`config.mk`:
```
export PLATFORM = sky130hd
export DESIGN_NAME = dma_page_addr_gen
export DESIGN_NICKNAME = d
export VERILOG_FILES = /design/src/rtl/dma_pg_pkg.sv /design/src/rtl/dma_page_regfile.sv /design/src/rtl/dma_addr_former.sv /design/src/rtl/dma_page_addr_gen.sv
export SDC_FILE = /design/constraint.sdc
export NUM_CORES = 1
export LEC_CHECK = 0
export ABC_AREA = 0
export BUFFER_PORTS_ARGS = -buffer_cell sky130_fd_sc_hd__buf_2
export CORE_MARGIN = 5
export CORE_UTILIZATION = 40
export CTS_CLUSTER_DIAMETER = 40
export DETAILED_ROUTE_END_ITERATION = 8
export PLACE_DENSITY = 0.71
export SKIP_LAST_GASP = 1
export SLEW_MARGIN = 20
export SYNTH_ARGS = -nofsm -noshare
export SYNTH_HDL_FRONTEND = slang
export SYNTH_SLANG_ARGS = --single-unit
```
`constraint.sdc`:
```
create_clock -name clk -period 1.7 [get_ports clk]
set_clock_uncertainty 0.1 [all_clocks]
set_input_delay 0.085 -clock clk [delete_from_list [all_inputs] [get_ports clk]]
set_output_delay 0.085 -clock clk [all_outputs]
set_load 0.01 [all_outputs]
```
`src/rtl/dma_pg_pkg.sv`:
```
// Package: sizes and port map shared by the page-register address former.
// Assumes eight page slots: slot 4, which channel 4 never uses, holds the refresh page.
package dma_pg_pkg;
    localparam int PAGE_W   = 8;
    localparam int CTL_AW   = 16;
    localparam int SYS_AW   = PAGE_W + CTL_AW;
    localparam int IO_AW    = 16;
    localparam int NSLOT    = 8;
    localparam int SLOT_W   = $clog2(NSLOT);
    localparam int RFSH_SLOT = 4;
    localparam logic [IO_AW-1:0] PAGE_BASE = 16'h0080;

    // Low nibble of the I/O port that holds the page for a given slot.
    function automatic logic [3:0] slot_port_lo(input int slot);
        case (slot)
            0: return 4'h7;
            1: return 4'h3;
            2: return 4'h1;
            3: return 4'h2;
            4: return 4'hF;
            5: return 4'hB;
            6: return 4'h9;
            default: return 4'hA;
        endcase
    endfunction
endpackage

```
`src/rtl/dma_page_regfile.sv`:
```
// Page register file: one byte per slot, written and read at fixed I/O ports.
// Assumes a full I/O address compare; unmatched ports are neither written nor read.
module dma_page_regfile
    import dma_pg_pkg::*;
(
    input  logic                          clk,
    input  logic                          rst_n,
    input  logic [IO_AW-1:0]              io_addr,
    input  logic                          io_wr,
    input  logic                          io_rd,
    input  logic [PAGE_W-1:0]             io_wdata,
    output logic [PAGE_W-1:0]             io_rdata,
    output logic [NSLOT-1:0][PAGE_W-1:0]  page_q
);
    logic [NSLOT-1:0] hit;

    for (genvar s = 0; s < NSLOT; s++) begin : g_slot
        // Port match for this slot.
        assign hit[s] = (io_addr == (PAGE_BASE | IO_AW'(slot_port_lo(s))));

        // Store the write data when this slot's port is written.
        always_ff @(posedge clk) begin
            if (!rst_n)
                page_q[s] <= '0;
            else if (io_wr && hit[s])
                page_q[s] <= io_wdata;
        end
    end

    // Readback mux: the matching slot's byte, or zero.
    always_comb begin
        io_rdata = '0;
        if (io_rd)
            for (int s = 0; s < NSLOT; s++)
                if (hit[s]) io_rdata = page_q[s];
    end

    // At most one slot answers a port.
    assert_one_slot_R2: assert property (@(posedge clk) disable iff (!rst_n)
        $onehot0(hit));
    // Page bytes hold when nothing is written.
    assert_hold_R3: assert property (@(posedge clk) disable iff (!rst_n)
        !io_wr |=> $stable(page_q));
    // Reset clears every page.
    assert_reset_zero_R1: assert property (@(posedge clk)
        !rst_n |=> (page_q == '0));
endmodule

```
`src/rtl/dma_addr_former.sv`:
```
// Address former: joins the selected page with the controller address.
// Byte slots take the page on A23..A16; word slots shift the controller address up one bit.
// Assumes channel 4 is the cascade and never drives an address.
module dma_addr_former
    import dma_pg_pkg::*;
(
    input  logic [NSLOT-1:0][PAGE_W-1:0]  page_q,
    input  logic                          dma_ack,
    input  logic [SLOT_W-1:0]             dma_chan,
    input  logic                          refresh_ack,
    input  logic [CTL_AW-1:0]             ctl_addr,
    output logic [SYS_AW-1:0]             sys_addr,
    output logic                          sys_bhe
);
    localparam logic [SLOT_W-1:0] CASCADE = SLOT_W'(RFSH_SLOT);

    logic [PAGE_W-1:0] pg;
    logic              word_ch;

    // Pick the page and the alignment for the active cycle.
    always_comb begin
        pg      = refresh_ack ? page_q[RFSH_SLOT] : page_q[dma_chan];
        word_ch = !refresh_ack && dma_chan[SLOT_W-1] && (dma_chan != CASCADE);
    end

    // Form the address and high-byte enable; zero outside acknowledged cycles.
    always_comb begin
        sys_addr = '0;
        sys_bhe  = 1'b0;
        if (refresh_ack || (dma_ack && dma_chan != CASCADE)) begin
            if (word_ch) begin
                sys_addr = {pg[PAGE_W-1:1], ctl_addr, 1'b0};
                sys_bhe  = 1'b0;
            end else begin
                sys_addr = {pg, ctl_addr};
                sys_bhe  = ~ctl_addr[0];
            end
        end
    end
endmodule

```
`src/rtl/dma_page_addr_gen.sv`:
```
// Top: page registers on an I/O bus plus 24-bit DMA system address formation.
// Assumes the DMA controllers and arbitration sit outside; inputs are sampled as given.
module dma_page_addr_gen
    import dma_pg_pkg::*;
(
    input  logic                 clk,
    input  logic                 rst_n,
    input  logic [IO_AW-1:0]     io_addr,
    input  logic                 io_wr,
    input  logic                 io_rd,
    input  logic [PAGE_W-1:0]    io_wdata,
    output logic [PAGE_W-1:0]    io_rdata,
    input  logic                 dma_ack,
    input  logic [SLOT_W-1:0]    dma_chan,
    input  logic                 refresh_ack,
    input  logic [CTL_AW-1:0]    ctl_addr,
    output logic [SYS_AW-1:0]    sys_addr,
    output logic                 sys_bhe
);
    logic [NSLOT-1:0][PAGE_W-1:0] page_q;

    dma_page_regfile u_regs (
        .clk      (clk),
        .rst_n    (rst_n),
        .io_addr  (io_addr),
        .io_wr    (io_wr),
        .io_rd    (io_rd),
        .io_wdata (io_wdata),
        .io_rdata (io_rdata),
        .page_q   (page_q)
    );

    dma_addr_former u_form (
        .page_q      (page_q),
        .dma_ack     (dma_ack),
        .dma_chan    (dma_chan),
        .refresh_ack (refresh_ack),
        .ctl_addr    (ctl_addr),
        .sys_addr    (sys_addr),
        .sys_bhe     (sys_bhe)
    );

    // Idle: no address leaves the block.
    assert_idle_zero_R8: assert property (@(posedge clk) disable iff (!rst_n)
        (!dma_ack && !refresh_ack) |-> (sys_addr == '0 && !sys_bhe));
    // Cascade channel produces nothing.
    assert_cascade_R7: assert property (@(posedge clk) disable iff (!rst_n)
        (dma_ack && !refresh_ack && dma_chan == 3'd4) |-> (sys_addr == '0 && !sys_bhe));
    // Word channels are always even with the high-byte enable low.
    assert_word_even_R5: assert property (@(posedge clk) disable iff (!rst_n)
        (dma_ack && !refresh_ack && dma_chan > 3'd4) |-> (!sys_addr[0] && !sys_bhe));
    // Byte channels: high-byte enable is the inverse of A0.
    assert_byte_bhe_R4: assert property (@(posedge clk) disable iff (!rst_n)
        (dma_ack && !refresh_ack && dma_chan < 3'd4) |-> (sys_bhe == !sys_addr[0]));
    // Controller address bits always appear unchanged on the low lines.
    assert_low_bits_R6: assert property (@(posedge clk) disable iff (!rst_n)
        (dma_ack && !refresh_ack && dma_chan < 3'd4) |-> (sys_addr[15:0] == ctl_addr));
    // Read data is quiet without a read.
    assert_rd_quiet_R10: assert property (@(posedge clk) disable iff (!rst_n)
        !io_rd |-> (io_rdata == '0));
endmodule

```
== Word-level counts from Yosys, hierarchy flattened ==
Cells that the tools add are included.
Word-level totals
  bits in registers: 64
  output and inout port bits: 33
  input port bits: 49
Operators by class
  bitwise logic cells: 1
  magnitude comparators: 1
  reductions and logical operators: 13
  eq/ne operators: 9
  mux-type cells: 16
Operators by type and width (count)
  == test 16 x 8 -> 1 bit (second input constant): 8
  two-way mux 8 bit: 11
  binary-select mux 8 bit (select 3 bit): 1
  two-way mux 24 bit: 1
  two-way mux 17 bit: 1
  logical AND 1 bit: 11
  < comparator 3 x 4 -> 1 bit (second input constant): 1
  != test 3 bit (second input constant): 1
  two-way mux 1 bit: 2
  zero test 1 bit: 1
  logical OR 1 bit: 1
  NOT 1 bit: 1

== Longest topological paths before layout ==
Gate-level depths: netlist (run 1).
  word-level depth: 10
  gate-level depth with buffers: 7

== Hierarchy ==
From an unflattened synthesis (run 1), not the netlist that was laid out.
Unflattened totals
  cells, all modules: 504
  area, all modules: 4232.8 um2
Modules (own cells, without submodules)
  dma_page_regfile: area an instance 3309.4 um2, cells an instance 373, sequential area each 1281.2 um2, instances 1
  dma_addr_former: area an instance 923.4 um2, cells an instance 131, sequential area each 0.0 um2, instances 1

== Least setup slack after synthesis (run 1) ==
OpenSTA, ideal clock, no wires.
  path kind: input-to-output
  start: in io_addr[9]
  end: out io_rdata[2]
  path slack: -197 ps
  path buffers: 0
  arrival time: 1712 ps
  cell stages on the path: 4
  path through: or4_4 or4_4 a211o_1 a21oi_1
On the way
  cells in the longest elaborated chain, start to end: 10
  elaborated cells between the ends (all ways): 17
  classes of those cells: eq/ne: 8; mux: 9
RTL lines
  start, declared: RTL line dma_page_addr_gen.sv:8  | input logic [IO_AW-1:0] io_addr,
  == test 16 x 8 -> 1 bit: RTL line dma_page_regfile.sv:19  | assign hit[s] = (io_addr == (PAGE_BASE | IO_AW'(slot_port_lo(s))));
  two-way mux 8 bit (7 in a row): RTL line dma_page_regfile.sv:35  | if (hit[s]) io_rdata = page_q[s];
  two-way mux 8 bit *: RTL line dma_page_regfile.sv:35
  two-way mux 8 bit *: RTL line dma_page_regfile.sv:33  | if (io_rd)
  end, declared: RTL line dma_page_addr_gen.sv:12  | output logic [PAGE_W-1:0] io_rdata,
Mark *: on every way between the ends. The rest lies on a longest branch, timed or not.

== Final worst setup path (run 1) ==
  start: in io_addr[9]
  end: out io_rdata[6]
Same word-level chain as after synthesis.

==> summary.md, run 1 <==
| Metric | Value |
|---|---|
| First-pass GRT wire length | 24,800 um |
| TNS Setup | -3530 ps |
| CP max FO | 7 |
| Worst R2R Path Depth | 4 |
| Share of cells above drive strength 1 | 40.9% |
| Post-route antenna net violation count | 0 |
| Total gr overflow | 0 |
| Routability-driven placement congestion ratio | between 0.9 and 1 |
| DR iter-0 viols | 571 |
| WL/cell | 20.5 um |
| Total GRT Usage | between 20% and 30% |
| Max FFs per register | 64 |
| CTS clk-pin slew, worst paths | roughly 70 ps |
| Status | finished, violations left |
| Post-Synth Adder-Cell Area | 0% |
| CTS tree | done |
| Placed cell count | 770 |
| Pwr Total | about 3.5 mW |
| Initial Util | 41.1% |
| Final core occ | 56.2% |
| Max cap viols | 0 |
| Main combinational cell family by area after synthesis | compound AO/OA/AOI/OAI gates |
| Post-Synth XOR/XNOR Area | 0% |
| Largest register by flop count | u_regs.page_q |
| Max stage delay on crit path | a little over 600 ps |
| Hold endpoint | u_regs.page_q[58]$_SDFFE_PN0P_ |
| Die Y | around 110 um |
| Worst path most repeated cell | or4_4 |
| Number of synthesized register bits | 64 |
| Critical path cell sequence | buf_6, or4_4, or4_4, a211o_1, a21oi_2, buf_2 |
| Yosys cell types | between 40 and 50 |
| CP Launch Point | io_addr[9] |
| Req. time, crit path | between 1500 and 2000 ps |
| Synth async-reset ratio | 0% |
| N_diodes | 0 |
| Final #Nets | approximately 700 |
| Final setup violation count | 24 |
| Slew Limit Headroom | 67.8% |
| Post-synth top flop | dfxtp_1 |
| RSZ-0062 raised after global routing | true |
| Worst Path Class, Setup | in -> out |
| Core area | around 10000 um^2 |
| Hold Crit Class | in -> reg |
| Final setup margin | -343 ps |
| Achievable frequency | around 490 MHz |
| Vias in the first global route | 4,640 |
| Largest net degree at the start of global routing | 65 |
| Port buffer count | 81 |
| Syn_nets | about 590 |
| Final Hold Vio Count | 0 |
| Minimum clock period | about 2000 ps |
| Most common cell after layout, fill and taps aside | buf_4 |
| Area delta synth->final | 36.8% |
| CTS root buffer | clkbuf_8 |
| RR Endpoint | u_regs.page_q[61]$_SDFFE_PN0P_ |
| Vias/cell | roughly 6.3 |
| Worst reg2reg startpoint | u_regs.page_q[61]$_SDFFE_PN0P_ |
| Sequential share of the synthesized area | a little under a third |
| Worst Setup Start Kind | primary input |
| R2R setup slack | roughly 750 ps |
| Biggest regs | u_regs.page_q x64 |
| First drt pass iteration count | 6 |
| Post-synthesis compound-gate area fraction | between 30% and 40% |
| Die Wd | roughly 110 um |
| Most frequent cells in the layout | 84 x buf_4, 83 x a21oi_1, 76 x buf_2 |
| WP data arrival | around 1900 ps |
| Final Non-Filler Cells | 800 |
| FP Rows | 36 |
| Final Max Slew Viols | 0 |
| Power per cell area | approximately 640 nW/um^2 |
| Hold-critical path depth | 3 |
| Multiplexer share of the synthesized area | 6.98% |
| Post-Syn Instances | approximately 540 |
| Clock sink total | between 60 and 70 |
| # DRC | 0 |
| VDD IR max | 482 uV |
| IO Pins | between 80 and 90 |
| EDFF count, synth | 0 |
| Cell Area, Synth | between 4000 and 5000 um^2 |
| Worst slew pin tran | a little under 500 ps |
| CTS buffer count | 9 |
| Initial antenna violation count | 0 |
| Worst skew pair latency | 350 ps |
| Mean post-synth cell area | 7.47 um^2 |
| Failing checks | setup timing |
| Static Leakage | approximately 2.1 nW |
| Die area | approximately 12,000 um^2 |
| Critical-path top delay cell | or4_4 |
| CTS H-tree lvls | 3 |
| Hold Startpoint | io_wdata[2] |
| CP Capture Type | output port |
| Via count | slightly above 5,000 |
| Hold_buf cts | 0 |
| Worst slack at placement | -391 ps |
| Hpwl dp | between 10,000 and 15,000 um |
| Final wirelength | 16,400 um |
| CTS max path bufs | 2 |
| Period utilisation layout | 120% |
| Synth Area in Simple Gates | about a quarter |
| Yosys warns | 0 |
## worst max-delay path: cells and delay by family
family                 cells  cell delay, ps
AND/OR/NAND/NOR            2            1140
AO/OA/AOI/OAI              2             400
buffers and inverters      2             230
## power breakdown
part / switching [mW] / internal [mW] / total [mW]
combinational: 0.336 / 0.210 / 0.546
clock: 0.658 / 0.828 / 1.49
sequential: 0.0000115 / 1.50 / 1.50
total: 0.994 / 2.53 / 3.53
## routing by layer
layer	GRT usage, %	up-vias	part of all wire (%)	wire (um)
met3	4.25	64	11	1810
met5	0	-	0	0
li1	-	2253	-	-
met1	34.0	2383	39	6450
met4	12.0	0	4.0	660
met2	44.5	348	46	7520
## area by class of cell
type / instances / area, um^2
Clock inverter: 7 / 95.1
Timing Repair Buffer: 170 / 1150
Sequential cell: 64 / 1310
Fill cell: 902 / 4280
Inverter: 4 / 15.0
Multi-Input combinational cell: 413 / 2630
Clock buffer: 9 / 124
Tap cell: 133 / 166
## timing repair
action,4_1_cts,5_1_grt
setup endpoints to repair,16,26
cloned,0,0
pin swaps,23,6
buffers inserted,10,4
gates resized for setup,48,22
## metrics by stage
step,hold slack [ps],cell area [um^2]
3_3_place_gp,347,4980
2_1_floorplan,124,4030
5_1_grt,11.2,5490
3_5_place_dp,362,4980
4_1_cts,0.281,5390
6_report,19.8,5490
## kinds of logic after synthesis
logic type / after synthesis
DFF: 64
and+or+nand+nor: 183
AOI/OAI and AO/OA: 213
buffers and inverters: 60
muxes: 17
## synthesized netlist by cell type (2+ instances only)
library cell / instances / area [um^2]
nand3_1: 70 / 350
o221ai_1: 2 / 17.5
buf_1: 3 / 11.3
a211o_1: 2 / 17.5
and3_1: 3 / 18.8
nand4_1: 4 / 25.0
a22o_1: 9 / 78.8
and2_1: 3 / 18.8
a221oi_1: 6 / 52.6
dfxtp_1: 64 / 1280
mux2_2: 8 / 90.1
or3b_2: 2 / 17.5
clkbuf_1: 44 / 165
or4_4: 3 / 33.8
nand2b_1: 5 / 31.3
nor2_1: 13 / 48.8
nor2b_1: 5 / 31.3
nor3b_1: 7 / 52.6
nor4bb_1: 2 / 20.0
a32oi_1: 4 / 35.0
mux4_2: 8 / 180
buf_2: 8 / 40.0
o21ai_0: 80 / 400
o221a_2: 4 / 45.0
a211oi_1: 4 / 30.0
a21oi_1: 88 / 440
inv_1: 3 / 11.3
a211oi_2: 2 / 25.0
nor4_1: 2 / 12.5
a21o_1: 4 / 30.0
nor3_1: 3 / 15.0
nand2_1: 50 / 188
and4_1: 4 / 35.0
a22oi_1: 6 / 45.0
## worst max-delay path by stage
stage / to / depth (start not counted) / slack, ps
after floorplan: io_rdata[3] / 5 / -190
after global placement: io_rdata[2] / 6 / -380
after detailed placement: io_rdata[2] / 6 / -390
after CTS: io_rdata[1] / 6 / -350
after global routing: io_rdata[6] / 6 / -380
final: io_rdata[6] / 6 / -340
Power figures use the tool's default switching activity.
==> run 2, diff against run 1 <==
--- a/config.mk
+++ b/config.mk
@@ -7,11 +7,14 @@
 export LEC_CHECK = 0
 export ABC_AREA = 0
 export BUFFER_PORTS_ARGS = -buffer_cell sky130_fd_sc_hd__buf_2
+export CAP_MARGIN = 20
+export CELL_PAD_IN_SITES_DETAIL_PLACEMENT = 1
+export CELL_PAD_IN_SITES_GLOBAL_PLACEMENT = 2
 export CORE_MARGIN = 5
-export CORE_UTILIZATION = 40
+export CORE_UTILIZATION = 28
 export CTS_CLUSTER_DIAMETER = 40
 export DETAILED_ROUTE_END_ITERATION = 8
-export PLACE_DENSITY = 0.71
+export PLACE_DENSITY = 0.83
 export SKIP_LAST_GASP = 1
 export SLEW_MARGIN = 20
 export SYNTH_ARGS = -nofsm -noshare
==> summary.md, run 2 (synthesis results as in run 1) <==
| Metric | Value |
|---|---|
| Status | finished, violations left |
| Failing checks | setup timing |
| Hold Crit Class | in -> reg |
| Final #Nets | 709 (-0.28%) |
| Final core occ | 40.7% (-15 points) |
| Max stage delay on crit path | 620 ps (about the same) |
| Share of cells above drive strength 1 | 40.6% (-0.33 points) |
| Worst slew pin tran | 448 ps (-35.8 ps) |
| Placed cell count | 816 (+6.0%) |
| Critical path cell sequence | buf_6, or4_4, or4_4, a211o_1, a21oi_2, buf_2 |
| Die Wd | 130 um (+18%) |
| Minimum clock period | 2080 ps (+32.8 ps) |
| Largest net degree at the start of global routing | 65 (unchanged) |
| Vias in the first global route | 5,169 (+11%) |
| IO Pins | 82 (unchanged) |
| Period utilisation layout | 122% (+1.9 points) |
| CTS tree | done |
| Initial Util | 28.7% (-12 points) |
| VDD IR max | 406 uV (-16%) |
| WP data arrival | 1890 ps (+30 ps) |
| Max FFs per register | 64 (unchanged) |
| Max cap viols | 0 (unchanged) |
| Power per cell area | 758 nW/um^2 (+18%) |
| Core area | 14,000 um^2 (+43%) |
| Initial antenna violation count | 0 (unchanged) |
| First drt pass iteration count | 5 (-1) |
| Routability-driven placement congestion ratio | 0.978 (-0.80%) |
| Worst R2R Path Depth | 4 (unchanged) |
| Die Y | 130 um (+18%) |
| WHS | 40.4 ps (+20.6 ps) |
| Hpwl dp | 13,500 um (+16%) |
| TNS Setup | -3190 ps (+338 ps) |
| RR Endpoint | u_regs.page_q[61]$_SDFFE_PN0P_ |
| Largest register by flop count | u_regs.page_q |
| Crit path max-delay family | simple AND/OR/NAND/NOR gates |
| Vias/cell | 5.90 (-6.5%) |
| CTS clk-pin slew, worst paths | 60 ps (about the same) |
| Biggest regs | u_regs.page_q x64 |
| Static Leakage | 2.15 nW (+3.5%) |
| Area delta synth->final | 42.0% |
| Crit path buf inv count | 2 (unchanged) |
| Final Non-Filler Cells | 845 (+5.6%) |
| Pwr Total | 4.32 mW (+22%) |
| Final setup violation count | 15 (-38%) |
| Final Hold Vio Count | 0 (unchanged) |
| Clock sink total | 64 (unchanged) |
| Req. time, crit path | 1510 ps (about the same) |
| Post-route antenna net violation count | 0 (unchanged) |
| DR iter-0 viols | 387 (-32%) |
| First-pass GRT wire length | 29,200 um (+17%) |
| Total gr overflow | 0 (unchanged) |
| Worst Setup Start Kind | primary input |
| CTS H-tree lvls | 3 (unchanged) |
| Critical path depth in cells | 6 (unchanged) |
| CP Capture Type | output port |
| CP max FO | 7 (unchanged) |
| CP Launch Point | io_addr[9] |
| Most frequent cells in the layout | 83 x a21oi_1, 83 x buf_4, 75 x buf_2 |
| Achievable frequency | 482 MHz (-1.6%) |
| N_diodes | 0 (unchanged) |
| Worst Path Class, Setup | in -> out |
| Final wirelength | 19,100 um (+16%) |
| Fillers | 1,731 (+92%) |
| WL/cell | 22.6 um (+10%) |
| Slew Limit Headroom | 70.1% (+2.3 points) |
| Worst reg2reg startpoint | u_regs.page_q[61]$_SDFFE_PN0P_ |
| CTS max path bufs | 2 (unchanged) |
| Total GRT Usage | 22.6% (-4.1 points) |
| CTS root buffer | clkbuf_16 |
| R2R setup slack | 710 ps (-40 ps) |
| FP Rows | 43 (+19%) |
| Critical-path top delay cell | or4_4 |
| Final setup margin | -376 ps (-32.8 ps) |
| Die area | 16,800 um^2 (+39%) |
| Worst skew pair latency | 340 ps (about the same) |
| Worst path most repeated cell | or4_4 |
| Via count | 4,985 (-1.2%) |
| RSZ-0062 raised after global routing | true |
| # DRC | 0 (unchanged) |
| Final Max Slew Viols | 0 (unchanged) |
| Port buffer count | 81 (unchanged) |
| End of the critical path | io_rdata[6] |
| CTS buffer count | 9 (unchanged) |
-- run 2: cell count changes in the layout (fill, tap and decap cells not counted), moves of 2 or more --
cell       before  now
clkinv_2        2    0
nand2_2         4    6
dfxtp_2        26   23
o21ai_1         3    5
clkbuf_8        9    3
clkbuf_16       0    9
o21ai_0        70   68
nand2_1        46   44
dfxtp_1        38   40
-- run 2: through the flow --
step	setup slack [ps]	cell area, um^2
4_1_cts	-349	5600
6_report	-376	5700
2_1_floorplan	-194	4030
3_5_place_dp	-393	5050
3_3_place_gp	-381	5050
5_1_grt	-406	5700
-- run 2: power breakdown --
group	switching, mW	total, mW	internal [mW]	leakage [nW]
clock	0.713	2.27	1.56	0.179
sequential	0.0000118	1.50	1.50	0.528
combinational	0.347	0.554	0.207	1.44
total	1.06	4.32	3.26	2.15
-- run 2: final cells by class --
| type | instances | area, um^2 | share of cell area [%] |
|---|---|---|---|
| clock buffers | 12 | 267 | 4.68 |
| clock inverters | 4 | 98.8 | 1.73 |
| inverters | 4 | 15.0 | 0.263 |
| multi-input cells | 413 | 2630 | 46.2 |
| flip-flops and latches | 64 | 1310 | 23.1 |
| well taps | 180 | 225 | 3.95 |
| repair buffers | 168 | 1150 | 20.1 |
-- run 2: worst min path at each step --
stage	cells past startpoint	from	to	slack, ps
floorplan	1	ctl_addr[0]	sys_bhe	120
global placement	3	ctl_addr[0]	sys_bhe	360
detailed placement	3	ctl_addr[0]	sys_bhe	360
CTS	3	io_wdata[7]	u_regs.page_q[23]$_SDFFE_PN0P_	20
global route	3	io_wdata[2]	u_regs.page_q[50]$_SDFFE_PN0P_	30
finish	3	io_wdata[7]	u_regs.page_q[23]$_SDFFE_PN0P_	40
-- run 2: worst register-to-register path: stages, from the launching register on --
cell     delay [ps]
dfxtp_2         320
buf_4           120
buf_4           130
o21ai_0         100
a21oi_1         100
-- run 2: metal layers --
layer | wire (um) | GRT usage (%)
met1 | 7720 | 28.0
met2 | 8670 | 36.9
met3 | 1880 | 6.39
met4 | 818 | 9.54
met5 | 0 | 0
-- run 2: timing repair --
action | 4_1_cts | 5_1_grt
pin swaps | 16 | 3
resized for setup | 53 | 19
buffers inserted | 9 | 5
hold buffers | 0 | 0
setup endpoints to repair | 33 | 23
